### src/rtl/mdio_mgmt_pkg.sv
package mdio_mgmt_pkg;

  localparam int FRAME_BITS = 32;
  localparam int DATA_BITS  = 16;
  localparam int TA_POS     = 14;   // first turnaround bit inside a frame
  localparam int DATA_POS   = 16;   // first data bit inside a frame

  localparam logic [1:0] OFS_CFG  = 2'd0;
  localparam logic [1:0] OFS_CTRL = 2'd1;
  localparam logic [1:0] OFS_DATA = 2'd2;
  localparam logic [1:0] OFS_ADDR = 2'd3;

  typedef enum logic [1:0] {
    FK_ADDR  = 2'd0,
    FK_WRITE = 2'd1,
    FK_READ  = 2'd2
  } frame_kind_e;

  typedef struct packed {
    logic                 ext_fmt;
    logic                 no_pre;
    frame_kind_e          kind;
    logic [4:0]           port;
    logic [4:0]           dev;
    logic [DATA_BITS-1:0] payload;
  } launch_t;

  function automatic logic [FRAME_BITS-1:0] build_frame(launch_t l);
    logic [1:0] st;
    logic [1:0] op;
    logic [1:0] ta;
    st = l.ext_fmt ? 2'b00 : 2'b01;
    case (l.kind)
      FK_ADDR:  op = 2'b00;
      FK_WRITE: op = 2'b01;
      default:  op = l.ext_fmt ? 2'b11 : 2'b10;
    endcase
    ta = (l.kind == FK_READ) ? 2'b11 : 2'b10;
    return {st, op, l.port, l.dev, ta, l.payload};
  endfunction

endpackage

### src/rtl/mdio_mdc_gen.sv
module mdio_mdc_gen #(
  parameter int DIV_W = 8
) (
  input  logic             clk,
  input  logic             rst,
  input  logic             run,
  input  logic [DIV_W-1:0] half_div,
  output logic             mdc,
  output logic             rise_tick,
  output logic             fall_tick
);

  logic [DIV_W-1:0] cnt_q;
  logic             wrap;

  assign wrap      = run && (cnt_q == half_div);
  assign rise_tick = wrap && !mdc;
  assign fall_tick = wrap && mdc;

  always_ff @(posedge clk) begin
    if (rst || !run) begin
      cnt_q <= '0;
      mdc   <= 1'b0;
    end else if (wrap) begin
      cnt_q <= '0;
      mdc   <= ~mdc;
    end else begin
      cnt_q <= cnt_q + 1'b1;
    end
  end

endmodule

### src/rtl/mdio_frame_engine.sv
module mdio_frame_engine
  import mdio_mgmt_pkg::*;
#(
  parameter int PRE_LEN = 32
) (
  input  logic                 clk,
  input  logic                 rst,
  input  logic                 start,
  input  launch_t              cmd,
  input  logic                 rise_tick,
  input  logic                 fall_tick,
  input  logic                 mdio_i,
  output logic                 active,
  output logic                 mdio_o,
  output logic                 mdio_oe,
  output logic                 rd_err,
  output logic                 rd_valid,
  output logic [DATA_BITS-1:0] rd_data
);

  localparam int PRE_W = (PRE_LEN > 1) ? $clog2(PRE_LEN) : 1;
  localparam logic [PRE_W-1:0] PRE_LAST = PRE_W'(PRE_LEN - 1);
  localparam int IDX_W = $clog2(FRAME_BITS);
  localparam logic [IDX_W-1:0] IDX_LAST = IDX_W'(FRAME_BITS - 1);
  localparam logic [IDX_W-1:0] IDX_TA1  = IDX_W'(TA_POS);
  localparam logic [IDX_W-1:0] IDX_TA2  = IDX_W'(TA_POS + 1);
  localparam logic [IDX_W-1:0] IDX_DAT  = IDX_W'(DATA_POS);

  logic [FRAME_BITS-1:0] frame_w;
  logic [FRAME_BITS-1:0] shreg_q;
  logic [IDX_W-1:0]      idx_q;
  logic [IDX_W-1:0]      idx_nx;
  logic [PRE_W-1:0]      pre_q;
  logic                  in_pre_q;
  logic                  is_rd_q;

  assign frame_w = build_frame(cmd);
  assign idx_nx  = idx_q + 1'b1;

  always_ff @(posedge clk) begin
    if (rst) begin
      active   <= 1'b0;
      mdio_o   <= 1'b1;
      mdio_oe  <= 1'b0;
      rd_err   <= 1'b0;
      rd_valid <= 1'b0;
      rd_data  <= '0;
      shreg_q  <= '0;
      idx_q    <= '0;
      pre_q    <= '0;
      in_pre_q <= 1'b0;
      is_rd_q  <= 1'b0;
    end else begin
      rd_valid <= 1'b0;
      if (!active) begin
        if (start) begin
          active   <= 1'b1;
          shreg_q  <= frame_w;
          idx_q    <= '0;
          pre_q    <= PRE_LAST;
          in_pre_q <= !cmd.no_pre;
          is_rd_q  <= (cmd.kind == FK_READ);
          mdio_o   <= cmd.no_pre ? frame_w[FRAME_BITS-1] : 1'b1;
          mdio_oe  <= 1'b1;
          rd_err   <= 1'b0;
        end
      end else begin
        // capture on the rising edge of the management clock
        if (rise_tick && !in_pre_q && is_rd_q) begin
          if (idx_q == IDX_TA2) rd_err <= mdio_i;
          if (idx_q >= IDX_DAT) rd_data <= {rd_data[DATA_BITS-2:0], mdio_i};
        end
        // launch the next bit on the falling edge
        if (fall_tick) begin
          if (in_pre_q) begin
            if (pre_q == '0) begin
              in_pre_q <= 1'b0;
              mdio_o   <= shreg_q[FRAME_BITS-1];
            end else begin
              pre_q <= pre_q - 1'b1;
            end
          end else if (idx_q == IDX_LAST) begin
            active   <= 1'b0;
            mdio_oe  <= 1'b0;
            mdio_o   <= 1'b1;
            rd_valid <= is_rd_q;
          end else begin
            idx_q   <= idx_nx;
            shreg_q <= {shreg_q[FRAME_BITS-2:0], 1'b0};
            mdio_o  <= shreg_q[FRAME_BITS-2];
            mdio_oe <= !(is_rd_q && (idx_nx >= IDX_TA1));
          end
        end
      end
    end
  end

endmodule

### src/rtl/mdio_reg_bank.sv
module mdio_reg_bank
  import mdio_mgmt_pkg::*;
#(
  parameter int DIV_W     = 8,
  parameter int DIV_RESET = 4
) (
  input  logic                 clk,
  input  logic                 rst,
  input  logic [1:0]           bus_addr,
  input  logic                 bus_wr_en,
  input  logic [31:0]          bus_wdata,
  input  logic                 bus_rd_en,
  output logic [31:0]          bus_rdata,
  input  logic                 busy,
  input  logic                 rd_err,
  input  logic                 rd_valid,
  input  logic [DATA_BITS-1:0] rd_data,
  output logic                 start,
  output launch_t              cmd,
  output logic [DIV_W-1:0]     half_div
);

  logic [DIV_W-1:0]     div_q;
  logic                 ext_q;
  logic [4:0]           dev_q;
  logic [4:0]           port_q;
  logic                 nopre_q;
  logic [DATA_BITS-1:0] data_q;
  logic [DATA_BITS-1:0] addr_q;

  logic wr_ok, wr_cfg, wr_ctrl, wr_data, wr_addr;
  logic unused_wbits;

  assign wr_ok   = bus_wr_en && !busy;
  assign wr_cfg  = wr_ok && (bus_addr == OFS_CFG);
  assign wr_ctrl = wr_ok && (bus_addr == OFS_CTRL);
  assign wr_data = wr_ok && (bus_addr == OFS_DATA);
  assign wr_addr = wr_ok && (bus_addr == OFS_ADDR);

  assign unused_wbits = ^{bus_wdata[31:16], bus_wdata[14:11], bus_wdata[7], bus_wdata[5:0]};

  assign start = (wr_ctrl && bus_wdata[15]) || wr_data || (wr_addr && ext_q);
  assign half_div = div_q;

  always_comb begin
    cmd.ext_fmt = ext_q;
    cmd.no_pre  = wr_ctrl ? bus_wdata[10]  : nopre_q;
    cmd.port    = wr_ctrl ? bus_wdata[9:5] : port_q;
    cmd.dev     = wr_ctrl ? bus_wdata[4:0] : dev_q;
    cmd.kind    = wr_data ? FK_WRITE : (wr_addr ? FK_ADDR : FK_READ);
    cmd.payload = bus_wdata[DATA_BITS-1:0];
  end

  always_ff @(posedge clk) begin
    if (rst) begin
      div_q   <= DIV_W'(DIV_RESET);
      ext_q   <= 1'b0;
      dev_q   <= '0;
      port_q  <= '0;
      nopre_q <= 1'b0;
      data_q  <= '0;
      addr_q  <= '0;
    end else begin
      if (wr_cfg) begin
        div_q <= bus_wdata[8 +: DIV_W];
        ext_q <= bus_wdata[6];
      end
      if (wr_ctrl) begin
        dev_q   <= bus_wdata[4:0];
        port_q  <= bus_wdata[9:5];
        nopre_q <= bus_wdata[10];
      end
      if (wr_data) data_q <= bus_wdata[DATA_BITS-1:0];
      if (wr_addr) addr_q <= bus_wdata[DATA_BITS-1:0];
      if (rd_valid) data_q <= rd_data;
    end
  end

  always_ff @(posedge clk) begin
    if (rst) begin
      bus_rdata <= '0;
    end else if (bus_rd_en) begin
      bus_rdata <= '0;
      case (bus_addr)
        OFS_CFG: begin
          bus_rdata[8 +: DIV_W] <= div_q;
          bus_rdata[6]          <= ext_q;
          bus_rdata[1]          <= rd_err;
          bus_rdata[0]          <= busy;
        end
        OFS_CTRL: bus_rdata[10:0] <= {nopre_q, port_q, dev_q};
        OFS_DATA: begin
          bus_rdata[31]            <= busy;
          bus_rdata[DATA_BITS-1:0] <= data_q;
        end
        default:  bus_rdata[DATA_BITS-1:0] <= addr_q;
      endcase
    end
  end

endmodule

### src/rtl/mdio_mgmt_master.sv
module mdio_mgmt_master
  import mdio_mgmt_pkg::*;
#(
  parameter int DIV_W     = 8,
  parameter int DIV_RESET = 4,
  parameter int PRE_LEN   = 32
) (
  input  logic        clk,
  input  logic        rst,
  input  logic [1:0]  bus_addr,
  input  logic        bus_wr_en,
  input  logic [31:0] bus_wdata,
  input  logic        bus_rd_en,
  output logic [31:0] bus_rdata,
  output logic        mdc,
  output logic        mdio_o,
  output logic        mdio_oe,
  input  logic        mdio_i
);

  logic                 busy;
  logic                 rd_err;
  logic                 rd_valid;
  logic [DATA_BITS-1:0] rd_data;
  logic                 start;
  launch_t              cmd;
  logic [DIV_W-1:0]     half_div;
  logic                 rise_tick;
  logic                 fall_tick;

  mdio_reg_bank #(
    .DIV_W     (DIV_W),
    .DIV_RESET (DIV_RESET)
  ) i_regs (
    .clk       (clk),
    .rst       (rst),
    .bus_addr  (bus_addr),
    .bus_wr_en (bus_wr_en),
    .bus_wdata (bus_wdata),
    .bus_rd_en (bus_rd_en),
    .bus_rdata (bus_rdata),
    .busy      (busy),
    .rd_err    (rd_err),
    .rd_valid  (rd_valid),
    .rd_data   (rd_data),
    .start     (start),
    .cmd       (cmd),
    .half_div  (half_div)
  );

  mdio_mdc_gen #(
    .DIV_W (DIV_W)
  ) i_clkgen (
    .clk       (clk),
    .rst       (rst),
    .run       (busy),
    .half_div  (half_div),
    .mdc       (mdc),
    .rise_tick (rise_tick),
    .fall_tick (fall_tick)
  );

  mdio_frame_engine #(
    .PRE_LEN (PRE_LEN)
  ) i_engine (
    .clk       (clk),
    .rst       (rst),
    .start     (start),
    .cmd       (cmd),
    .rise_tick (rise_tick),
    .fall_tick (fall_tick),
    .mdio_i    (mdio_i),
    .active    (busy),
    .mdio_o    (mdio_o),
    .mdio_oe   (mdio_oe),
    .rd_err    (rd_err),
    .rd_valid  (rd_valid),
    .rd_data   (rd_data)
  );

endmodule

### config.mk
export PLATFORM = sky130hd
export DESIGN_NAME = mdio_mgmt_master
export DESIGN_NICKNAME = d
export VERILOG_FILES = /design/src/rtl/mdio_mgmt_pkg.sv /design/src/rtl/mdio_mdc_gen.sv /design/src/rtl/mdio_frame_engine.sv /design/src/rtl/mdio_reg_bank.sv /design/src/rtl/mdio_mgmt_master.sv
export SDC_FILE = /design/constraint.sdc
export NUM_CORES = 1
export LEC_CHECK = 0
export ABC_AREA = 1
export BUFFER_PORTS_ARGS = -buffer_cell sky130_fd_sc_hd__buf_2
export CORE_MARGIN = 2
export CORE_UTILIZATION = 43
export CTS_BUF_LIST = sky130_fd_sc_hd__clkbuf_16
export DETAILED_ROUTE_END_ITERATION = 12
export SLEW_MARGIN = 40
export SYNTH_ARGS = -nofsm -noshare
export SYNTH_HDL_FRONTEND = slang
export SYNTH_SLANG_ARGS = --single-unit
### constraint.sdc
create_clock -name clk -period 1.96 [get_ports clk]
set_input_delay 0.196 -clock clk [delete_from_list [all_inputs] [get_ports clk]]
set_output_delay 0.196 -clock clk [all_outputs]
set_load 0.1 [all_outputs]
Yosys cells after proc, flatten, opt, wreduce, memory -nomap -nowiden. Cells that the tools add are included.

$add $sub $neg: 3. Order comparisons: 2. Eq/ne operators: 16. Mux-type cells: 59. Bitwise operators: 4. Reductions and logical operators: 36.

Operators with widths (count): $mux W32 (5); $mux W5 (12); $mux W16 (2); $mux W1 (31); $pmux W5 S3 (1); $ne A2 B2 Y1 const B (7); $logic_and A1 B1 Y1 (13); $pmux W4 S3 (1); $reduce_and A3 Y1 (4); $pmux W3 S3 (1); $add A8 B1 Y8 const B (1); $eq A8 B8 Y1 (1); $reduce_and A4 Y1 (2); $eq A2 B2 Y1 const B (3); $pmux W1 S3 (2); $pmux W2 S3 (1); $add A5 B1 Y5 const B (1); $eq A5 B4 Y1 const B (1); $eq A5 B5 Y1 const B (1); $ge A5 B4 Y1 const B (1); $ge A5 B5 Y1 const B (1); $logic_not A1 Y1 (5); $logic_not A5 Y1 (1); $reduce_or A5 Y1 (1); 11 further kinds (21).

Bits in registers: 143. Input port bits: 39. Output and inout bits: 35. Logic and storage cells: 141.

Longest topological paths before layout. Gate-level depths: netlist of run 1.

Word-level depth: 9. Mapped depth: 13. Mapped depth without buffers: 12.

Modules after synthesis. From an unflattened synthesis of run 1, not the netlist that was laid out.

Cells, all modules: 949. Area total of the unflattened synthesis: 6817.8 sq um.

Modules (own cells, without submodules): mdio_reg_bank (instances 1, cells each 486, area each 3437.0 sq um, seq. area each 1381.3 sq um); mdio_frame_engine (instances 1, cells each 382, area each 2860.2 sq um, seq. area each 1301.2 sq um); mdio_mdc_gen (instances 1, cells each 81, area each 520.5 sq um, seq. area each 180.2 sq um).

Worst setup path before layout of run 1. No wires, ideal clock.

Kind: register to register. From: reg i_engine.idx_q[0]. To: reg i_engine.idx_q[4]. Library setup time: 0.128 ns. Arrival: 1.814 ns. Required time: 1.832 ns. Slack: 0.018 ns. Cell stages (with the launch flop): 10. Buffers on the path: 1. Clock period less this slack: 1.942 ns. Cell sequence: dfxtp_1 -> ha_1 -> nand2_1 -> nor2_1 -> ha_1 -> o21ai_1 -> clkbuf_1 -> nand3_1 -> nand2_1 -> nor2_1.

Longest elaborated chain between the ends: 5. Elaborated cells between the ends (all ways): 8. Classes of those cells: add/sub (1); eq/ne (2); mux (4); reduce/logical (1).

Ends and longest elaborated chain: from (decl) (RTL line mdio_frame_engine.sv:31) `logic [IDX_W-1:0] idx_q;`; from (signal assigned) (RTL line mdio_frame_engine.sv:88) `idx_q <= idx_nx;`; $add A5 B1 Y5 (RTL line mdio_frame_engine.sv:38) `assign idx_nx = idx_q + 1'b1;`; $mux W5 (RTL line mdio_frame_engine.sv:82) `end else if (idx_q == IDX_LAST) begin`; $mux W5 (RTL line mdio_frame_engine.sv:75) `if (in_pre_q) begin`; $mux W5 (RTL line mdio_frame_engine.sv:74) `if (fall_tick) begin`; $mux W5 (RTL line mdio_frame_engine.sv:55) `if (!active) begin`.

Several ways; a longest one is shown, not always the timed one. The select of a mux whose other input is x is not followed. A chain may end at the register's enable or synchronous reset.

Final worst setup path of run 1.
From: reg i_engine.active. To: reg i_engine.shreg_q[10].

Longest elaborated chain between the ends: 8. Elaborated cells between the ends (all ways): 17. Classes of those cells: eq/ne (3); mux (1); reduce/logical (13).

Ends and longest elaborated chain: from (decl) (RTL line mdio_frame_engine.sv:13) `output logic active,`; from (signal assigned) (RTL line mdio_frame_engine.sv:42) `active <= 1'b0;`; from (signal assigned) (RTL line mdio_frame_engine.sv:57) `active <= 1'b1;`; from (signal assigned) (RTL line mdio_frame_engine.sv:83) `active <= 1'b0;`; $logic_not A1 Y1; $logic_and A1 B1 Y1 (RTL line mdio_reg_bank.sv:34) `assign wr_ok = bus_wr_en && !busy;`; $logic_and A1 B1 Y1 (RTL line mdio_reg_bank.sv:36) `assign wr_ctrl = wr_ok && (bus_addr == OFS_CTRL);`; $logic_and A1 B1 Y1 (RTL line mdio_reg_bank.sv:42) `assign start = (wr_ctrl && bus_wdata[15]) || wr_data || (wr_addr && ext_q);`; $logic_or A1 B1 Y1 (2 in series) (RTL line mdio_reg_bank.sv:42); $reduce_bool A2 Y1 (no source line); $reduce_and A4 Y1 (no source line); to (signal assigned) (RTL line mdio_frame_engine.sv:58) `shreg_q <= frame_w;`; to (signal assigned) (RTL line mdio_frame_engine.sv:89) `shreg_q <= {shreg_q[FRAME_BITS-2:0], 1'b0};`; to (decl) (RTL line mdio_frame_engine.sv:30) `logic [FRAME_BITS-1:0] shreg_q;`.

Several ways; a longest one is shown, not always the timed one.

==> results.sh, run 1 <==
export IMPL_gr_usage_all_layers_pct=22.0
export IMPL_nNetsFinal=1039
export IMPL_setup_violations=0
export IMPL_grt_overflow_total=0
export IMPL_insertion_delay_ns=0.43
export IMPL_initial_util_pct=44.2
export IMPL_post_cts_hold_buffer_count=0
export IMPL_design_portCount=74
export IMPL_synth_top_cells_by_count="194 x sky130_fd_sc_hd__nand2_1, 143 x sky130_fd_sc_hd__dfxtp_1, 124 x sky130_fd_sc_hd__nor2_1"
export IMPL_synth_async_sr_flop_share_pct=0
export IMPL_largest_net_degree_at_the_start_of_global_routing=72
export IMPL_postLayoutSetupSlackWorst_ns=0.172
export IMPL_avgViaCountPerCell=5.12
export IMPL_cp_required_ns=2.28
export IMPL_timing_max_slew_rel_slack_pct=62.3
export IMPL_ir_worst_vdd_v=0.000684
export IMPL_ant_nets=0
export IMPL_setup_tns_final_ns=0
export IMPL_final_layout_size_suffix_gt1_share_pct=12.4
export IMPL_placedCellCount=1159
export IMPL_yosysTopAreaCellShare_pct=42.6
export IMPL_row_count=45
export IMPL_die_w_um=129
export IMPL_core_um2=15200
export IMPL_run_status="completed"
export IMPL_routed_wirelength_um=17700
export IMPL_placement_io_buffers=42
export IMPL_design_die_area_um2=16600
export IMPL_dr_total_vias=6101
export IMPL_timing_max_cap_violations=0
export IMPL_htree_levels=4
export IMPL_worstSetupStartpointType="register"
export IMPL_report_power_total_uw=7210
export IMPL_clock_path_buffers=2
export IMPL_synth_edff_count=0
export IMPL_global_route_wire_length_before_repair_um=28300
export IMPL_drv_slew=0
export IMPL_cts_tree="yes"
export IMPL_finalWeightedCongestion=0.807
export IMPL_ys_top_cells_by_area="sky130_fd_sc_hd__dfxtp_1 43%, sky130_fd_sc_hd__nand2_1 11%, sky130_fd_sc_hd__a21oi_1 8.8%"
export IMPL_finClkSkew_ns=0.00989
export IMPL_netlist_cell_type_count=38
export IMPL_route_detailed_wl_per_inst_um=14.8
export IMPL_worst_hold_path_type="input port to register"
export IMPL_cts_num_sinks=143
export IMPL_die_height_um=129
export IMPL_worst_pin_slew_ns=0.565
export IMPL_synth_seq_area_share_pct=42.6
export IMPL_clock_root_buffer="sky130_fd_sc_hd__clkbuf_16"
export IMPL_maxClockFrequency_ghz=0.559
export IMPL_synthCells=966
export IMPL_yosys_warnings=0
export IMPL_dp_hpwl_um=11700
export IMPL_first_pass_iters=6
export IMPL_cts_inserted_buffers=17
export IMPL_drt_drc_violations_left=0
export IMPL_p_leak_uw=0.00337
export IMPL_path_clk_slew_ns=0.06
export IMPL_fin_crit_ns=1.79
export IMPL_synth_cell_area_um2=6710
export IMPL_postSynthRegisterBits=143
export IMPL_inserted_diodes=0
export IMPL_first_global_vias=5454
export IMPL_syn_area_per_cell_um2=6.95
export IMPL_final_hold_viol_count=0
export IMPL_antenna_found_initial=0
export IMPL_instances_no_fill=1192
export IMPL_place_ws_ns=0.179
export IMPL_powerDensity_nw_per_um2=947
export IMPL_cp_data_arrival_time_ns=2.11
export IMPL_initial_detailed_routing_violation_count=487
export IMPL_cp_max_fo=43
export IMPL_timing_worst_setup_path_type="register to register"
export IMPL_growth_of_design_area_from_synthesis_to_finish_pct=13.5
export IMPL_synth_most_common_cell="sky130_fd_sc_hd__nand2_1"
export IMPL_worstSetupEndpointType="register"
export IMPL_layout_worst_path_cycle_share_pct=91.2
export IMPL_post_synth_top_area_cell="sky130_fd_sc_hd__dfxtp_1"
export IMPL_postSynth_topFlopCell="sky130_fd_sc_hd__dfxtp_1"
final timing paths:
kind | endpoint | cells after the start | slack, ns | startpoint
hold reg to reg | i_engine.mdio_oe$_SDFFE_PP0P_ | 2 | 0.45 | i_engine.mdio_oe$_SDFFE_PP0P_
hold / removal | i_regs.half_div[2]$_SDFFE_PP1P_ | 3 | 0.04 | bus_wdata[10]
setup / recovery | i_engine.shreg_q[10]$_SDFFE_PP0P_ | 7 | 0.17 | i_engine.active$_SDFF_PP0_
setup reg to reg | i_engine.shreg_q[10]$_SDFFE_PP0P_ | 7 | 0.17 | i_engine.active$_SDFF_PP0_
critical path, cell delays in order (launching register included):
cell	delay, ns
sky130_fd_sc_hd__dfxtp_2	0.40
sky130_fd_sc_hd__buf_4	0.43
sky130_fd_sc_hd__buf_4	0.36
sky130_fd_sc_hd__nor2_1	0.08
sky130_fd_sc_hd__a21oi_1	0.19
sky130_fd_sc_hd__nand3_1	0.10
sky130_fd_sc_hd__nand2_1	0.07
sky130_fd_sc_hd__nor2_1	0.04
final cells by class:
cell class,count,area (um2)
Timing Repair Buffer,65,433
Sequential cell,143,2860
Multi-Input combinational cell,674,3210
Fill cell,1568,7580
Inverter,91,342
Tap cell,188,235
Clock buffer,17,425
Clock inverter,14,105
per-stage QoR:
step,util (%),hold WS [ns],area (um2)
floorplan,-,0.322,6770
global placement,46.4,0.445,7060
detailed placement,46.4,0.449,7060
CTS,49.9,0.0271,7590
global route,50.1,0.0482,7620
finish,50.1,0.0432,7620
logic make-up after synthesis:
logic type,Yosys count,synth area share (%)
compound gates,233,18.5
xor+xnor,6,0.783
fa+ha+maj,8,1.49
buf+inv,164,10.8
flops,143,42.6
other cells,1,0.0559
simple gates,411,25.8
power by group:
| group | leakage, uW | switching, uW | internal (uW) |
|---|---|---|---|
| logic | 0.00194 | 837 | 286 |
| clock network | 0.000263 | 1240 | 1710 |
| registers | 0.00117 | 86.8 | 3060 |
| total | 0.00337 | 2160 | 5050 |
flip-flops by register name (all words and copies together), names as in the netlist, 5 cells and up:
name / cells
i_engine.shreg_q: 32
i_regs.bus_rdata: 17
i_engine.rd_data: 16
i_regs.addr_q: 16
i_regs.data_q: 16
i_clkgen.cnt_q: 8
i_regs.half_div: 8
i_engine.idx_q: 5
i_engine.pre_q: 5
i_regs.dev_q: 5
i_regs.port_q: 5
cell usage in the layout (no fill, tap or decap), types with 15 or more instances in the layout:
cell | netlist | layout
sky130_fd_sc_hd__nand3_1 | 64 | 64
sky130_fd_sc_hd__o21ai_0 | 76 | 76
sky130_fd_sc_hd__buf_2 | 10 | 42
sky130_fd_sc_hd__nand2_1 | 194 | 194
sky130_fd_sc_hd__clkbuf_16 | 0 | 17
sky130_fd_sc_hd__nor2_1 | 124 | 123
sky130_fd_sc_hd__inv_1 | 79 | 80
sky130_fd_sc_hd__dfxtp_1 | 143 | 142
sky130_fd_sc_hd__a21oi_1 | 118 | 118
sky130_fd_sc_hd__buf_4 | 21 | 19
sky130_fd_sc_hd__conb_1 | 1 | 15
layer usage:
metal  routed length, um  track usage (%)
met5                   0                0
met4                 229             6.78
met3                 756             3.91
met2                8070             34.6
met1                8650             30.8
repair_timing:
| item | in CTS | in global routing |
|---|---|---|
| buffers inserted | 0 | 1 |
| endpoints found under the setup margin | 0 | 9 |
| resized for setup | 0 | 2 |
Note: power is estimated with default switching activity, not from simulation.
==> run 2: changes to the inputs <==
--- a/config.mk
+++ b/config.mk
@@ -10,7 +10,9 @@
 export CORE_MARGIN = 2
 export CORE_UTILIZATION = 43
 export CTS_BUF_LIST = sky130_fd_sc_hd__clkbuf_16
+export CTS_CLUSTER_SIZE = 40
 export DETAILED_ROUTE_END_ITERATION = 12
+export PLACE_DENSITY = 0.63
 export SLEW_MARGIN = 40
 export SYNTH_ARGS = -nofsm -noshare
 export SYNTH_HDL_FRONTEND = slang
==> run 2 against run 1 <==
Register-to-register slack improved by 0.04 ns. Clock-buffer cell count unchanged. Sequential cell count unchanged. Sequential share of layout area is 0.17 points lower. Critical path type unchanged. Largest power group is now the clock network.
==> results.sh, run 2 (synthesis gave the netlist of run 1 again) <==
export IMPL_cts_tree="yes"
export IMPL_timing_max_cap_violations=0
export IMPL_dr_total_vias=6111
export IMPL_final_cell_area_um2=7650
export IMPL_postCtsResizedCells=0
export IMPL_post_cts_setup_buffers=0
export IMPL_post_cts_hold_buffer_count=0
export IMPL_cp_data_arrival_time_ns=2.07
export IMPL_ir_worst_vdd_v=0.000635
export IMPL_worst_path_max_delay_cell="sky130_fd_sc_hd__dfxtp_1"
export IMPL_gr_usage_all_layers_pct=21.5
export IMPL_powerDensity_nw_per_um2=984
export IMPL_initial_util_pct=44.2
export IMPL_cts_num_sinks=143
export IMPL_worstSetupEndpointType="register"
export IMPL_placed_area_um2=7050
export IMPL_setup_violations=0
export IMPL_global_route_wire_length_before_repair_um=27800
export IMPL_inserted_diodes=0
export IMPL_worst_pin_slew_ns=0.527
export IMPL_path_clk_slew_ns=0.06
export IMPL_cp_max_fo=18
export IMPL_worst_hold_path_type="input port to register"
export IMPL_avgViaCountPerCell=5.13
export IMPL_final_common_cell="sky130_fd_sc_hd__nand2_1"
export IMPL_die_w_um=129
export IMPL_drt_drc_violations_left=0
export IMPL_design_portCount=74
export IMPL_critical_path_most_common_cell="sky130_fd_sc_hd__nand2_1"
export IMPL_drv_slew=0
export IMPL_grt_overflow_total=0
export IMPL_reg_largest_list="i_engine.shreg_q (32), i_regs.bus_rdata (17)"
export IMPL_core_um2=15200
export IMPL_timing_worst_setup_path_type="register to register"
export IMPL_final_cell_mix="194 x sky130_fd_sc_hd__nand2_1, 141 x sky130_fd_sc_hd__dfxtp_1, 123 x sky130_fd_sc_hd__nor2_1"
export IMPL_largest_register_ffs=32
export IMPL_routed_wirelength_um=17300
export IMPL_largest_register="i_engine.shreg_q"
export IMPL_cp_required_ns=2.28
export IMPL_placement_io_buffers=42
export IMPL_worstSetupStartpointType="register"
export IMPL_final_hold_viol_count=0
export IMPL_clock_root_buffer="sky130_fd_sc_hd__clkbuf_16"
export IMPL_crit_path_cell_trace="inv_2, nand2_1, nand2_1, clkinv_1, nand3_1, nor2_2, nand3_2, nand2_4, buf_4, nand3_1, nand2_1, nor2_1"
export IMPL_largest_net_degree_at_the_start_of_global_routing=75
export IMPL_growth_of_design_area_from_synthesis_to_finish_pct=14.0
export IMPL_slowest_cell_delay_on_critical_path_ns=0.43
export IMPL_route_detailed_wl_per_inst_um=14.5
export IMPL_crit_family="simple AND/OR/NAND/NOR gates"
export IMPL_timing_max_slew_rel_slack_pct=64.8
export IMPL_nNetsFinal=1038
export IMPL_htree_levels=4
export IMPL_die_height_um=129
export IMPL_antenna_found_initial=0
export IMPL_maxClockFrequency_ghz=0.572
export IMPL_insertion_delay_ns=0.43
export IMPL_final_layout_size_suffix_gt1_share_pct=12.7
export IMPL_initial_detailed_routing_violation_count=480
export IMPL_grt_setup_unrepaired="false"
export IMPL_first_pass_iters=5
export IMPL_row_count=45
export IMPL_cts_inserted_buffers=17
export IMPL_run_status="completed"
export IMPL_critPathBufInv=3
export IMPL_dp_hpwl_um=11800
export IMPL_finalWeightedCongestion=0.866
export IMPL_setup_tns_final_ns=0
export IMPL_clock_path_buffers=2
export IMPL_design_die_area_um2=16600
export IMPL_p_leak_uw=0.00337
export IMPL_fin_crit_ns=1.75
export IMPL_first_global_vias=5357
export IMPL_layout_worst_path_cycle_share_pct=89.2
export IMPL_ant_nets=0
export IMPL_finClkSkew_ns=0.00883
## run 2: cell types whose count changed in the layout (fill, tap and decap cells not counted), sizes merged
| cell | change |
|---|---|
| nand2 | -1 |
| clkinv | -4 |
| clkinvlp | +3 |
| bufinv | +2 |
## run 2: routing by layer
layer | global-route usage (%) | vias to the layer above | share of wire (%)
met5 | 0 | - | 0
met4 | 7.29 | 0 | 1.4
met3 | 3.74 | 17 | 4.4
met2 | 33.4 | 132 | 45
met1 | 30.2 | 2790 | 49
li1 | - | 3172 | -
## run 2: path summary, 6_finish.rpt
kind                                     startpoint                           endpoint  slack (ns)  cells past startpoint
setup / recovery       i_clkgen.cnt_q[7]$_SDFF_PP0_  i_engine.shreg_q[14]$_SDFFE_PP0P_        0.21                     12
hold / removal                        bus_wdata[10]    i_regs.half_div[2]$_SDFFE_PP1P_        0.05                      3
setup reg to reg       i_clkgen.cnt_q[7]$_SDFF_PP0_  i_engine.shreg_q[14]$_SDFFE_PP0P_        0.21                     12
hold reg to reg   i_engine.shreg_q[25]$_SDFFE_PP0P_  i_engine.shreg_q[25]$_SDFFE_PP0P_        0.46                      2
## run 2: report_power, final
| part | internal, uW | switching (uW) |
|---|---|---|
| clock | 1990 | 1290 |
| sequential | 3060 | 95.4 |
| combinational | 281 | 825 |
| total | 5330 | 2210 |
## run 2: cell type report
| type | instances | area, um2 |
|---|---|---|
| clock buffer | 17 | 425 |
| clock inverter | 15 | 170 |
| tap | 188 | 235 |
| fill | 1539 | 7550 |
| inverter | 91 | 342 |
| sequential | 143 | 2870 |
| timing repair buffer | 65 | 420 |
| multi-input combinational | 673 | 3200 |
## run 2: tightest hold or removal path, cell delays in order
cell,delay (ns)
sky130_fd_sc_hd__buf_2,0.13
sky130_fd_sc_hd__nand2_1,0.06
sky130_fd_sc_hd__nand3_1,0.07
## run 2: per-stage QoR
stage               setup slack [ns]  total power, uW  hold WS, ns  utilization (%)  cells
floorplan                     0.0184             4090        0.322                -    980
global placement               0.235             4310        0.448             46.4   1160
detailed placement             0.181             4310        0.447             46.4   1160
CTS                            0.173             7580       0.0333             50.3   1192
global route                  0.0280             7830       0.0544             50.4   1192
finish                         0.212             7530       0.0510             50.4   1192
